### src/rtl/clrp_pkg.sv
package clrp_pkg;

    localparam int unsigned DQ_W = 4;

    typedef enum logic {
        LAT2 = 1'b0,
        LAT3 = 1'b1
    } lat_e;

    typedef struct packed {
        logic            vld;
        logic [DQ_W-1:0] data;
    } beat_t;

    function automatic int unsigned lat_depth(lat_e l);
        return (l == LAT3) ? 3 : 2;
    endfunction

endpackage

### src/rtl/clrp_burst_gate.sv
module clrp_burst_gate
    import clrp_pkg::*;
(
    input  logic            clk,
    input  logic            rst,
    input  logic            rd_vld,
    input  logic            rd_start,
    input  logic [DQ_W-1:0] rd_data,
    input  logic            term,
    output beat_t           beat_o
);
    logic killed;

    always_ff @(posedge clk) begin
        if (rst)
            killed <= 1'b0;
        else if (term)
            killed <= 1'b1;
        else if (rd_vld && rd_start)
            killed <= 1'b0;
    end

    always_comb begin
        beat_o.vld  = rd_vld && !term && (rd_start || !killed);
        beat_o.data = rd_data;
    end
endmodule

### src/rtl/clrp_delay_line.sv
module clrp_delay_line
    import clrp_pkg::*;
#(
    parameter int unsigned MAX_LAT = 3
) (
    input  logic  clk,
    input  logic  rst,
    input  lat_e  lat,
    input  beat_t din,
    output beat_t dout
);
    beat_t stg [MAX_LAT];

    for (genvar i = 0; i < MAX_LAT; i++) begin : g_stage
        if (i == 0) begin : g_head
            always_ff @(posedge clk) begin
                if (rst) stg[0] <= '0;
                else     stg[0] <= din;
            end
        end else begin : g_body
            always_ff @(posedge clk) begin
                if (rst) stg[i] <= '0;
                else     stg[i] <= stg[i-1];
            end
        end
    end

    always_comb dout = stg[lat_depth(lat) - 1];
endmodule

### src/rtl/clrp_mask_delay.sv
module clrp_mask_delay #(
    parameter int unsigned DEPTH = 2
) (
    input  logic clk,
    input  logic rst,
    input  logic din,
    output logic dout
);
    logic [DEPTH-1:0] hist;

    always_ff @(posedge clk) begin
        if (rst) hist <= '0;
        else     hist <= {hist[DEPTH-2:0], din};
    end

    assign dout = hist[DEPTH-1];
endmodule

### src/rtl/clrp_wr_mask.sv
module clrp_wr_mask
    import clrp_pkg::*;
(
    input  logic            wr_vld,
    input  logic            dqm,
    input  logic [DQ_W-1:0] wr_data,
    output logic            wr_en,
    output logic [DQ_W-1:0] wr_data_o
);
    always_comb begin
        wr_en     = wr_vld && !dqm;
        wr_data_o = wr_en ? wr_data : '0;
    end
endmodule

### src/rtl/cl_read_pipe.sv
module cl_read_pipe
    import clrp_pkg::*;
#(
    parameter int unsigned MAX_LAT  = 3,
    parameter int unsigned MASK_LAT = 2
) (
    input  logic            clk,
    input  logic            rst,
    input  logic            lat_sel,
    input  logic            rd_vld,
    input  logic            rd_start,
    input  logic [DQ_W-1:0] rd_data,
    input  logic            dqm,
    input  logic            term,
    input  logic            wr_vld,
    input  logic [DQ_W-1:0] wr_data,
    output logic [DQ_W-1:0] dq_out,
    output logic            dq_oe,
    output logic            wr_en,
    output logic [DQ_W-1:0] wr_data_o
);
    beat_t gated;
    beat_t tap;
    logic  mask_now;
    lat_e  lat;

    assign lat = lat_e'(lat_sel);

    clrp_burst_gate gate_i (
        .clk(clk), .rst(rst), .rd_vld(rd_vld), .rd_start(rd_start),
        .rd_data(rd_data), .term(term), .beat_o(gated)
    );

    clrp_delay_line #(.MAX_LAT(MAX_LAT)) line_i (
        .clk(clk), .rst(rst), .lat(lat), .din(gated), .dout(tap)
    );

    clrp_mask_delay #(.DEPTH(MASK_LAT)) mask_i (
        .clk(clk), .rst(rst), .din(dqm), .dout(mask_now)
    );

    clrp_wr_mask wmask_i (
        .wr_vld(wr_vld), .dqm(dqm), .wr_data(wr_data),
        .wr_en(wr_en), .wr_data_o(wr_data_o)
    );

    always_comb begin
        dq_oe  = tap.vld && !mask_now;
        dq_out = dq_oe ? tap.data : '0;
    end
endmodule

### config.mk
export PLATFORM = sky130hd
export DESIGN_NAME = cl_read_pipe
export DESIGN_NICKNAME = d
export VERILOG_FILES = /design/src/rtl/clrp_pkg.sv /design/src/rtl/clrp_burst_gate.sv /design/src/rtl/clrp_delay_line.sv /design/src/rtl/clrp_mask_delay.sv /design/src/rtl/clrp_wr_mask.sv /design/src/rtl/cl_read_pipe.sv
export SDC_FILE = /design/constraint.sdc
export NUM_CORES = 1
export LEC_CHECK = 0
export ABC_AREA = 0
export CORE_UTILIZATION = 43
export CTS_CLUSTER_SIZE = 16
export DETAILED_ROUTE_END_ITERATION = 16
export PLACE_DENSITY_LB_ADDON = 0.15
export SETUP_SLACK_MARGIN = 0.15
export SYNTH_ARGS = -nofsm -noshare
export SYNTH_HDL_FRONTEND = slang
export SYNTH_SLANG_ARGS = --single-unit
### constraint.sdc
create_clock -name clk -period 2.9 [get_ports clk]
set_clock_uncertainty 0.05 [all_clocks]
set_input_delay 0.87 -clock clk [delete_from_list [all_inputs] [get_ports clk]]
set_output_delay 0.87 -clock clk [all_outputs]
set_load 0.05 [all_outputs]
Word-level counts from Yosys, hierarchy flattened
Memory sizes are Yosys's and may differ from the RTL's.
Cells that the tools add are included.
- flip-flop bits (word level): 3
- memory bits (writable): 15
- bits of input ports: 16
- output and inout port bits: 10
- logic and storage cells: 29
- memories: 1
- $add $sub $neg: 1
- multiplexer cells: 11
- bitwise operators: 3
- reductions and logical operators: 11
- memory list (name ; depth ; bits a word ; read ports ; clocked after Yosys merged registers in ; wr ports ; RTL line ; RTL):
    line_i.stg ; 3 ; 5 ; 3 ; 0 ; 3 ; clrp_delay_line.sv:12 ; beat_t stg [MAX_LAT];
- operator list (operator ; count):
    5-bit two-way mux ; 3
    4-bit two-way mux ; 2
    1-bit two-way mux ; 6
    1-bit logical AND ; 5
    1-bit zero test ; 4
    1-bit bitwise OR ; 3
    2-bit nonzero test ; 1
    2-bit by 1-bit subtractor with 2-bit output (second input constant) ; 1
    1-bit logical OR ; 1

Logic depth before layout (Yosys ltp)
Gate-level depths: netlist of run 1.
An unclocked memory read counts as a cell.
- depth in word-level cells: 5
- gate-level depth with buffers: 3
- depth with buffers taken out: 2

Cells and area by module
From an unflattened synthesis of run 1, not the netlist that was laid out.
- cells, all modules: 60
- area, all modules: 678.2 um2
- modules (own cells, without submodules) (module ; times used ; cells each ; area each (um2) ; sequential area each (um2)):
    clrp_delay_line ; 1 ; 36 ; 457.9 ; 300.3
    clrp_burst_gate ; 1 ; 10 ; 85.1 ; 20.0
    clrp_mask_delay ; 1 ; 4 ; 52.6 ; 40.0
    cl_read_pipe ; 1 ; 5 ; 41.3 ; 0.0
    clrp_wr_mask ; 1 ; 5 ; 41.3 ; 0.0

Least setup slack after synthesis of run 1
No wires, ideal clock.
- kind: input to output
- start: input port wr_vld
- end: output port wr_data_o[0]
- arrival time: 2205 ps
- data required time: 1980 ps
- slack: -225 ps
- cell stages on the path: 2
- buffers on the path: 0
- cells stage by stage: nor2b_1 -> and2_1
- word-level cells in the longest chain between the ends: 2
- ends and longest elaborated chain (element ; RTL line ; RTL):
    from (decl) ; cl_read_pipe.sv:15 ; input logic wr_vld,
    1-bit logical AND ; clrp_wr_mask.sv:11 ; wr_en = wr_vld && !dqm;
    4-bit two-way mux ; clrp_wr_mask.sv:12 ; wr_data_o = wr_en ? wr_data : '0;
    to (decl) ; cl_read_pipe.sv:20 ; output logic [DQ_W-1:0] wr_data_o
Every way passes these cells.

Worst setup path after layout of run 1
- start: input port lat_sel
- end: output port dq_out[2]
- word-level cells in the longest chain between the ends: 5
- ends and longest elaborated chain (element ; RTL line ; RTL):
    from (decl) ; cl_read_pipe.sv:9 ; input logic lat_sel,
    1-bit two-way mux * ; clrp_pkg.sv:16 ; return (l == LAT3) ? 3 : 2;
    2-bit by 1-bit subtractor with 2-bit output * ; clrp_delay_line.sv:28 ; always_comb dout = stg[lat_depth(lat) - 1];
    memory 3 x 5 bit * ; - ;
    1-bit logical AND ; cl_read_pipe.sv:48 ; dq_oe = tap.vld && !mask_now;
    4-bit two-way mux * ; cl_read_pipe.sv:49 ; dq_out = dq_oe ? tap.data : '0;
    to (decl) ; cl_read_pipe.sv:17 ; output logic [DQ_W-1:0] dq_out,
Mark *: on every way between the ends. The rest lies on a longest branch, timed or not.

==> results of run 1 <==
[flip-flops by register name, summed over array words and instances, names as in the netlist]
signal / flops
line_i.stg: 15
mask_i.hist: 2
gate_i.killed: 1
[timing repair]
item / 4_1_cts / 5_1_grt
pin swaps: 0 / 1
gates resized for setup: 3 / 5
setup endpoints to repair: 9 / 4
[kinds of logic (layout without fill, tap and decap cells)]
family          count (synthesis)  in the layout  share of synthesized area, %
compound gates                  5              5                          5.37
buf+inv                         3             31                          3.07
flops                          18             18                          55.3
mux                             1              1                          1.54
simple gates                   33             33                          34.7
[worst max-delay path, stage by stage]
cell           delay (ns)
dlygate4sd2_1        0.31
nand3b_1             0.21
a21oi_2              0.19
buf_12               0.15
[power by group]
group / switching, W / leakage (nW) / total, W / internal (W)
Sequential: 0.00000442 / 0.148 / 0.000262 / 0.000257
Clock: 0.0000673 / 0.0210 / 0.000144 / 0.0000763
Combinational: 0.0000295 / 0.289 / 0.0000734 / 0.0000439
[how the worst max path moves through the flow]
stage,to,slack [ns],startpoint,cells past startpoint
3_5_place_dp,dq_out[2],-0.03,lat_sel,4
4_1_cts,wr_data_o[2],0.17,wr_vld,4
5_1_grt,dq_out[3],0.18,lat_sel,4
2_1_floorplan,wr_data_o[0],0.09,wr_vld,2
6_report,dq_out[2],0.24,lat_sel,4
3_3_place_gp,dq_out[0],0.008,lat_sel,4
[through the flow]
step	hold slack, ns	instances
finish	0.394	103
global route	0.412	103
CTS	0.394	103
detailed placement	0.372	99
global placement	0.365	99
floorplan	0.361	60
[layout make-up]
cell class | count | area [µm²]
Clock buffer | 4 | 36.3
Fill cell | 82 | 265
Sequential cell | 18 | 360
Inverter | 1 | 3.75
Tap cell | 15 | 18.8
Multi-Input combinational cell | 39 | 304
Timing Repair Buffer | 26 | 362
[layer usage]
| metal | global-route usage (%) | wire length, µm | vias up | part of all wire, % |
|---|---|---|---|---|
| li1 | - | - | 251 | - |
| met1 | 17.0 | 478 | 216 | 47 |
| met2 | 22.7 | 480 | 14 | 47 |
| met3 | 3.26 | 44 | 2 | 4.3 |
| met4 | 10.0 | 15 | 0 | 1.5 |
| met5 | 0 | 0 | - | 0 |
[cell usage in the layout (no fill, tap or decap), drive strengths merged]
cell type | synthesis | layout
a21oi | 4 | 4
a311oi | 1 | 1
and2 | 4 | 4
and2b | 6 | 6
buf | 2 | 11
clkbuf | 0 | 4
clkdlybuf4s50 | 0 | 12
dfxtp | 18 | 18
dlygate4sd2 | 0 | 1
dlymetal6s2s | 0 | 2
inv | 1 | 1
mux2i | 1 | 1
nand3 | 4 | 4
nand3b | 4 | 4
nor2 | 2 | 2
nor2b | 12 | 12
nor4b | 1 | 1
==> results.txt, run 1 <==
----------------------------------------------------
[Placed design]
  Area after detailed placement ... 1030 µm²
  Number of buffers inserted by port buffering ... 25
  Worst setup slack before clock tree synthesis ... -0.0269 ns
  Placer's final routability congestion estimate ... 0.553

[Route]
  Initial DRT Pass Iterations ... 4
  Vias/cell ... 4.69
  DR DRC count ... 0
  Routed wirelength normalized by instance count ... 9.88 µm
  Aggregate routed wire length ... 1.02 mm
  Post-route ant nets ... 0
  Via count of the routed design ... 483
  Drt initial violations ... 5

[Logic synthesis]
  Sequential cell area fraction in the yosys report ... 55.3%
  Most repeated cell in the gate-level netlist after synthesis ... dfxtp_1
  Fraction of synthesized cell area taken by the top area cell type ... 55.3%
  Leading cell types by count after synthesis ... dfxtp_1 (18), nor2b_1 (12), and2b_1 (6)
  Distinct cell type count of the synthesized netlist ... 14
  Synth Warn # ... 0
  Top cells by area in the synthesized netlist ... dfxtp_1 (55%), nor2b_1 (12%), and2b_1 (6.9%), nand3b_1 (4.6%), and2_1 (3.8%)
  Post-synthesis register bit count ... 18
  Async S/R FF share, synth ... 0%
  Most used flip-flop cell after synthesis ... dfxtp_1
  Number of instances in the synthesized netlist ... 60
  Number of synthesized flops with an enable pin ... 0
  Post-synthesis net count ... 76
  Synthesized cell area ... 652 µm²
  Post-synthesis area per instance ... 10.9 µm²
  Library cell occupying the most area in the post-synthesis netlist ... dfxtp_1

[Timing]
  Pin slew with the least headroom to its limit ... 0.613 ns
  Max Fclk ... 0.376 GHz
  Setup-failing EPs final ... 0
  Max transition margin ... 59.0%
  Min Clock Period, post-route ... 2.66 ns
  Post-route fraction of the period consumed by the critical path ... 91.7%
  Max-slew violation total from the final report ... 0
  Final hold violation count ... 0
  Sum Neg Setup Slack ... 0 ns
  Setup repair after global routing missed its margin ... no
  Post-layout worst setup margin ... 0.240 ns

[Worst setup path]
  Crit end category ... output pin
  Required time of the critical path ... 1.98 ns
  Critical Path Start Type ... primary input
  Class of the most critical setup path ... primary input to output pin
  Setup slack, reg-to-reg ... 2.11 ns
  Launch instance of the worst register-to-register path ... gate_i.killed$_SDFFE_PP0P_
  Top fanout value on the critical path ... 9
  Logic depth of the worst register-to-register path ... 2
  Data arrival time of the critical path ... 1.74 ns
  Endpoint of the lowest-slack register-to-register path ... line_i.stg[0][4]$_SDFF_PP0_

[Clock network]
  Number of buffers on the longest clock path ... 2
  Clock H-tree levels ... 1
  Number of buffers inserted by post-CTS setup repair ... 0
  Number of buffers created by CTS ... 3
  Root Buffer Master ... clkbuf_4
  Clock transition at the register clock pins on the worst setup and hold paths after CTS ... 0.10 ns
  Clock tree from TritonCTS ... yes
  CTS Hold Buffers Added ... 0
  Clock latency of the later-clocked register in the worst-skew pair ... 0.28 ns
  Total number of clock tree sinks ... 18

[Global routing]
  Final global-route overflow total ... 0
  Number of global-route vias before repair ... 399
  Pin count of the biggest net entering global routing ... 19
  First-pass GRT wire length ... 1.51 mm
  Antenna violations before repair ... 0
  Overall global routing resource usage ... 14.4%

[Power]
  Maximum vdd drop ... 0.000308 V
  Post-layout total power ... 0.000479 W
  Leakage power ... 0.459 nW
  Cell Pwr Density ... 441 nW/µm²

[Final layout]
  Number of nets in the finished design ... 105
  Fin area ... 1080 µm²
  Fraction of layout instances using a drive strength above 1 ... 29.5%
  Finished Core Util ... 80.4%
  P&R area growth vs syn ... 66.4%
  # diodes ... 0

[Outcome]
  Outcome ... completed

[Floorplan]
  Initial core utilization ... 48.3%
  Die Y-Extent ... 40.9 µm
  Total Die Area ... 1680 µm²
  Site row count ... 13
  Chip width ... 40.9 µm
  Area inside the core boundary ... 1350 µm²
  IO Pins ... 26

[Hold path]
  Path type of the worst min-delay path ... flop to flop
  Hold-critical path endpoint ... line_i.stg[1][0]$_SDFF_PP0_
  Launch instance of the worst min-delay path ... line_i.stg[0][0]$_SDFF_PP0_
  Cell depth of the worst min-delay path ... 1

[Run]
  Number of max-cap violations ... 0

----------------------------------------------------
No activity file was read; power rests on OpenSTA's default activity.
==> run 2, diff against run 1 <==
--- a/config.mk
+++ b/config.mk
@@ -6,7 +6,8 @@
 export NUM_CORES = 1
 export LEC_CHECK = 0
 export ABC_AREA = 0
-export CORE_UTILIZATION = 43
+export CORE_ASPECT_RATIO = 0.8
+export CORE_UTILIZATION = 36
 export CTS_CLUSTER_SIZE = 16
 export DETAILED_ROUTE_END_ITERATION = 16
 export PLACE_DENSITY_LB_ADDON = 0.15
==> constraint.sdc (replaced) <==
create_clock -name clk -period 2.35 [get_ports clk]
set_clock_uncertainty 0.05 [all_clocks]
set_input_delay 0.705 -clock clk [delete_from_list [all_inputs] [get_ports clk]]
set_output_delay 0.705 -clock clk [all_outputs]
set_load 0.05 [all_outputs]
==> run 2 against run 1 <==
Register-to-register slack got worse by 0.53 ns. Total power rose by 16%. Clock power fell by 3%. Die area rose by 19%. Sequential power rose by 24%. Via count rose by 2.3%. Cell count rose by 6.8%. Global-route usage fell by 1.7 points. Core utilization fell by 13 points. Combinational power rose by 23%. Routed wire length rose by 7.3%. Critical path type unchanged. Highest routed layer unchanged.
==> results.txt, run 2 (synthesis gave the netlist of run 1 again) <==
----------------------------------------------------
[Outcome]
  Outcome ... completed

[Route]
  Vias/cell ... 4.49 (-4.2%)
  Via count of the routed design ... 494 (+2.3%)
  Drt initial violations ... 1 (-4)
  Initial DRT Pass Iterations ... 2 (-2)
  Post-route ant nets ... 0 (unchanged)
  DR DRC count ... 0 (unchanged)
  Aggregate routed wire length ... 1.09 mm (+7.3%)
  Routed wirelength normalized by instance count ... 9.93 µm (+0.44%)

[Floorplan]
  Total Die Area ... 1990 µm² (+19%)
  IO Pins ... 26 (unchanged)
  Die Y-Extent ... 40.1 µm (-2.1%)
  Chip width ... 49.6 µm (+21%)
  Site row count ... 13 (unchanged)
  Initial core utilization ... 39.3% (-9.0 points)
  Area inside the core boundary ... 1660 µm² (+23%)

[Timing]
  Max Fclk ... 0.457 GHz
  Final-layout worst hold slack ... 0.390 ns (-0.00338 ns)
  Final hold violation count ... 0 (unchanged)
  Setup repair after global routing missed its margin ... yes
  Pin slew with the least headroom to its limit ... 0.552 ns (-0.0613 ns)
  Min Clock Period, post-route ... 2.19 ns
  Setup-failing EPs final ... 0 (unchanged)
  Max transition margin ... 63.1% (+4.1 points)
  Max-slew violation total from the final report ... 0 (unchanged)
  Post-route fraction of the period consumed by the critical path ... 93.0%

[Worst setup path]
  Critical Path Start Type ... primary input
  Endpoint of the lowest-slack register-to-register path ... line_i.stg[0][4]$_SDFF_PP0_
  Class of the most critical setup path ... primary input to output pin
  Crit end category ... output pin
  Data arrival time of the critical path ... 1.43 ns (-0.31 ns)
  Setup slack, reg-to-reg ... 1.58 ns (-0.53 ns)
  Logic depth of the worst register-to-register path ... 2 (unchanged)
  Launch instance of the worst register-to-register path ... gate_i.killed$_SDFFE_PP0P_
  Top fanout value on the critical path ... 1 (-8)
  Startpoint of the worst setup timing path ... wr_data[1]
  Required time of the critical path ... 1.59 ns (-0.39 ns)

[Clock network]
  Root Buffer Master ... clkbuf_4
  Clock tree from TritonCTS ... yes
  Number of buffers inserted by post-CTS setup repair ... 0 (unchanged)
  Number of buffers on the longest clock path ... 2 (unchanged)
  Clock latency of the later-clocked register in the worst-skew pair ... 0.28 ns (about the same)
  Clock transition at the register clock pins on the worst setup and hold paths after CTS ... 0.09 ns (about the same)
  Total number of clock tree sinks ... 18 (unchanged)
  Number of buffers created by CTS ... 3 (unchanged)
  Clock H-tree levels ... 1 (unchanged)
  CTS Hold Buffers Added ... 0 (unchanged)

[Final layout]
  P&R area growth vs syn ... 70.2%
  Max FFs per register ... 15 (unchanged)
  Number of nets in the finished design ... 106 (+0.95%)
  Biggest registers after layout ... line_i.stg x15, mask_i.hist x2, gate_i.killed x1
  Commonest cells after routing, fill and taps aside ... dfxtp_1 (18), nor2b_1 (11), clkdlybuf4s50_1 (10), buf_12 (10), and2b_1 (6)
  Largest Register ... line_i.stg
  Fraction of layout instances using a drive strength above 1 ... 33.0% (+3.4 points)
  Finished Core Util ... 66.9% (-13 points)
  # diodes ... 0 (unchanged)
  Leading cell type in the layout, fill and taps excluded ... dfxtp_1
  Count of placed standard cells in the final layout, fillers left out ... 110 (+6.8%)

[Hold path]
  Cell depth of the worst min-delay path ... 1 (unchanged)
  Hold-critical path endpoint ... mask_i.hist[1]$_SDFF_PP0_
  Path type of the worst min-delay path ... flop to flop
  Launch instance of the worst min-delay path ... mask_i.hist[0]$_SDFF_PP0_

[Placed design]
  Number of placed cells counting well taps ... 107 (+8.1%)
  Placer's final routability congestion estimate ... 0.691 (+25%)
  HPWL Detailed ... 903 µm
  Number of buffers inserted by port buffering ... 25 (unchanged)

[Global routing]
  Final global-route overflow total ... 0 (unchanged)
  First-pass GRT wire length ... 1.75 mm (+16%)
  Pin count of the biggest net entering global routing ... 17 (-2)
  Antenna violations before repair ... 0 (unchanged)
  Number of global-route vias before repair ... 442 (+11%)
  Overall global routing resource usage ... 12.6% (-1.7 points)

[Power]
  Leakage power ... 0.459 nW (about the same)
  Cell Pwr Density ... 498 nW/µm² (+13%)
  Maximum vdd drop ... 0.000380 V (+23%)

[Run]
  Number of max-cap violations ... 0 (unchanged)

----------------------------------------------------
## run 2: how the worst max path moves through the flow
stage                   endpoint  cells past startpoint  slack, ns
floorplan           wr_data_o[0]                      2       0.19
global placement       dq_out[3]                      4      -0.23
detailed placement     dq_out[2]                      4      -0.29
CTS                 wr_data_o[3]                      4       0.16
global route        wr_data_o[1]                      3       0.14
finish              wr_data_o[1]                      3       0.16
## run 2: area by class of cell
class	count	area [µm²]
fillers	140	549
flip-flops and latches	18	360
repair buffers	27	359
multi-input cells	39	337
well taps	22	27.5
clock buffers	3	22.5
inverters	1	3.75
## run 2: critical path: stages
cell,delay [ns]
clkdlybuf4s50_1,0.45
and2_4,0.15
buf_12,0.13
## run 2: repair_timing
action                     CTS  global route
setup endpoints to repair   10             6
gates resized for setup     11             4
hold endpoints to repair     0             0
pin swaps                    2             2
## run 2: power breakdown
part            total, W  internal (W)  switching [W]  leakage, nW
sequential      0.000324      0.000317     0.00000673        0.148
clock           0.000139     0.0000594      0.0000792       0.0138
combinational  0.0000903     0.0000536      0.0000367        0.297
total           0.000553      0.000430       0.000123        0.459
## run 2: metal layers
layer,GRT usage (%),vias up,wire (µm)
li1,-,252,-
met1,13.7,226,489
met2,23.6,14,539
met3,3.41,2,47
met4,6.43,0,16
met5,0,-,0
## run 2: through the flow
step / TNS, ns / setup slack [ns] / power [W] / instance area (µm²)
after global routing: 0 / 0.144 / 0.000584 / 1110
after detailed placement: -1.58 / -0.290 / 0.000424 / 1090
after floorplan: 0 / 0.187 / 0.000371 / 712
after global placement: -1.27 / -0.235 / 0.000421 / 1090
after CTS: 0 / 0.157 / 0.000562 / 1110
final: 0 / 0.164 / 0.000553 / 1110
==> run 3, diff against run 2 <==
--- a/config.mk
+++ b/config.mk
@@ -7,6 +7,7 @@
 export LEC_CHECK = 0
 export ABC_AREA = 0
 export CORE_ASPECT_RATIO = 0.8
+export CORE_MARGIN = 2
 export CORE_UTILIZATION = 36
 export CTS_CLUSTER_SIZE = 16
 export DETAILED_ROUTE_END_ITERATION = 16
==> run 3 against run 2 <==
Sequential share of layout area fell by 0.47 points. Critical endpoint is now dq_out[1]. First-iteration DRC count grew to 3.0 times the previous value. Sequential power about the same.
==> results.txt, run 3 (synthesis gave the netlist of run 1 again) <==
----------------------------------------------------
[Power]
  Maximum vdd drop ... 0.000419 V (+10%)
  Cell Pwr Density ... 531 nW/µm² (+6.5%)
  Power Internal ... 0.000465 W (+8.0%)
  NetSw ... 0.000133 W (+8.3%)
  Logic gate share of total power ... 15.2% (-1.1 points)
  Part of the power in the clock network ... 30.6% (+5.5 points)
  Leakage power ... 0.476 nW (+3.7%)
  Reg power frac ... 54.2% (-4.4 points)
  Switching share of power ... 22.2% (+0.050 points)
  Post-layout total power ... 0.000597 W (+8.0%)

[Final layout]
  # diodes ... 0 (unchanged)
  Fraction of layout instances using a drive strength above 1 ... 33.7% (+0.75 points)
  Commonest cells after routing, fill and taps aside ... dfxtp_1 (18), nor2b_1 (11), buf_12 (10)
  Finished Core Util ... 67.9% (+0.98 points)
  Biggest registers after layout ... line_i.stg x15, mask_i.hist x2, gate_i.killed x1
  Number of nets in the finished design ... 106 (unchanged)
  Count of placed standard cells in the final layout, fillers left out ... 111 (+0.91%)
  P&R area growth vs syn ... 72.7%
  # fillers ... 131 (-6.4%)
  Max FFs per register ... 15 (unchanged)
  Leading cell type in the layout, fill and taps excluded ... dfxtp_1
  Largest Register ... line_i.stg

[Placed design]
  Number of placed cells counting well taps ... 107 (unchanged)
  HPWL Detailed ... 904 µm (+0.12%)
  Placer's final routability congestion estimate ... 0.653 (-5.5%)
  Number of buffers inserted by port buffering ... 25 (unchanged)

[Clock network]
  Number of buffers on the longest clock path ... 2 (unchanged)
  Number of buffers inserted by post-CTS setup repair ... 0 (unchanged)
  Clock latency of the later-clocked register in the worst-skew pair ... 0.28 ns (about the same)
  Root Buffer Master ... clkbuf_4
  Clock tree from TritonCTS ... yes
  Number of buffers created by CTS ... 3 (unchanged)
  Clock transition at the register clock pins on the worst setup and hold paths after CTS ... 0.10 ns (about the same)
  Total number of clock tree sinks ... 18 (unchanged)
  Clock H-tree levels ... 1 (unchanged)
  CTS Hold Buffers Added ... 0 (unchanged)

[Worst setup path]
  Logic depth of the worst register-to-register path ... 2 (unchanged)
  Class of the most critical setup path ... primary input to output pin
  Crit end category ... output pin
  Data arrival time of the critical path ... 1.39 ns (-0.04 ns)
  Top fanout value on the critical path ... 9 (+8)
  Launch instance of the worst register-to-register path ... gate_i.killed$_SDFFE_PP0P_
  Critical Path Start Type ... primary input
  Endpoint of the lowest-slack register-to-register path ... line_i.stg[0][4]$_SDFF_PP0_
  Setup slack, reg-to-reg ... 1.56 ns (-0.02 ns)
  Required time of the critical path ... 1.59 ns (about the same)

[Timing]
  Max-slew violation total from the final report ... 0 (unchanged)
  Post-route fraction of the period consumed by the critical path ... 91.1% (-1.9 points)
  Max transition margin ... 60.0% (-3.1 points)
  Setup repair after global routing missed its margin ... no
  Final hold violation count ... 0 (unchanged)
  Max Fclk ... 0.467 GHz (+2.0%)
  Setup-failing EPs final ... 0 (unchanged)
  Pin slew with the least headroom to its limit ... 0.598 ns (+0.0464 ns)
  Min Clock Period, post-route ... 2.14 ns (-0.0438 ns)

[Hold path]
  Path type of the worst min-delay path ... flop to flop
  Hold-critical path endpoint ... line_i.stg[1][1]$_SDFF_PP0_
  Cell depth of the worst min-delay path ... 1 (unchanged)
  Launch instance of the worst min-delay path ... line_i.stg[0][1]$_SDFF_PP0_

[Global routing]
  Antenna violations before repair ... 0 (unchanged)
  Pin count of the biggest net entering global routing ... 18 (+1)
  First-pass GRT wire length ... 2.04 mm (+17%)
  Final global-route overflow total ... 0 (unchanged)
  Number of global-route vias before repair ... 443 (+0.23%)
  Overall global routing resource usage ... 13.0% (+0.37 points)

[Floorplan]
  Chip width ... 51.6 µm (+4.0%)
  IO Pins ... 26 (unchanged)
  Initial core utilization ... 39.3% (unchanged)
  Die Y-Extent ... 42.1 µm (+5.0%)
  Area inside the core boundary ... 1660 µm² (unchanged)
  Site row count ... 13 (unchanged)
  Total Die Area ... 2170 µm² (+9.2%)

[Route]
  DR DRC count ... 0 (unchanged)
  Via count of the routed design ... 482 (-2.4%)
  Drt initial violations ... 3 (+2)
  Aggregate routed wire length ... 1.18 mm (+8.4%)
  Post-route ant nets ... 0 (unchanged)
  Routed wirelength normalized by instance count ... 10.7 µm (+7.4%)
  Vias/cell ... 4.34 (-3.3%)
  Initial DRT Pass Iterations ... 4 (+2)

[Run]
  Number of max-cap violations ... 0 (unchanged)

[Outcome]
  Outcome ... completed

----------------------------------------------------
## run 3: cell count changes in the layout (fill, tap and decap cells not counted), sizes merged
cell | before | now
clkdlybuf4s50 | 10 | 8
clkbuf | 4 | 5
clkdlybuf4s15 | 0 | 1
dlymetal6s2s | 2 | 3
## run 3: worst max path at each step
stage / depth (start not counted) / start / slack [ns] / to
after detailed placement: 4 / lat_sel / -0.28 / dq_out[1]
after global placement: 4 / lat_sel / -0.24 / dq_out[3]
final: 4 / lat_sel / 0.21 / dq_out[1]
after floorplan: 2 / wr_vld / 0.19 / wr_data_o[0]
after CTS: 3 / wr_data[1] / 0.17 / wr_data_o[1]
after global routing: 4 / wr_vld / 0.16 / wr_data_o[3]
## run 3: per-stage QoR
step / worst slack [ns] / hold slack (ns) / setup TNS, ns / instance area [µm²]
after floorplan: 0.187 / 0.361 / 0 / 712
after global placement: -0.236 / 0.364 / -1.27 / 1090
after detailed placement: -0.279 / 0.370 / -1.58 / 1090
after CTS: 0.165 / 0.393 / 0 / 1120
after global routing: 0.164 / 0.412 / 0 / 1130
final: 0.208 / 0.394 / 0 / 1130
## run 3: repair_timing
item	in CTS	in global routing
endpoints found under the setup margin	10	4
resized for setup	12	5
pin swaps	5	1
## run 3: cell type report
class	instances	area [µm²]	share of cell area (%)
sequential	18	360	32.0
inverter	1	3.75	0.333
timing repair buffer	27	362	32.1
clock buffer	4	36.3	3.22
multi-input combinational	39	337	29.9
tap	22	27.5	2.44
## run 3: power by group through the flow
stage | combinational, W | sequential [W] | clock (W)
floorplan | 0.0000419 | 0.000330 | 0
global placement | 0.0000904 | 0.000331 | 0
detailed placement | 0.0000927 | 0.000331 | 0
CTS | 0.0000925 | 0.000324 | 0.000188
global route | 0.0000964 | 0.000326 | 0.000207
finish | 0.0000906 | 0.000324 | 0.000183
## run 3: critical path: stages
cell and delay [ns]:
buf_2 0.15, nand3b_1 0.21, a21oi_4 0.17, buf_12 0.15
## run 3: routing by layer
| metal | part of all wire, % | routed length (µm) | GRT usage [%] | vias up |
|---|---|---|---|---|
| li1 | - | - | - | 252 |
| met1 | 46 | 540 | 14.6 | 212 |
| met2 | 48 | 566 | 21.0 | 16 |
| met3 | 5.4 | 64 | 5.36 | 2 |
| met4 | 1.0 | 12 | 6.32 | 0 |
| met5 | 0 | 0 | 0 | - |
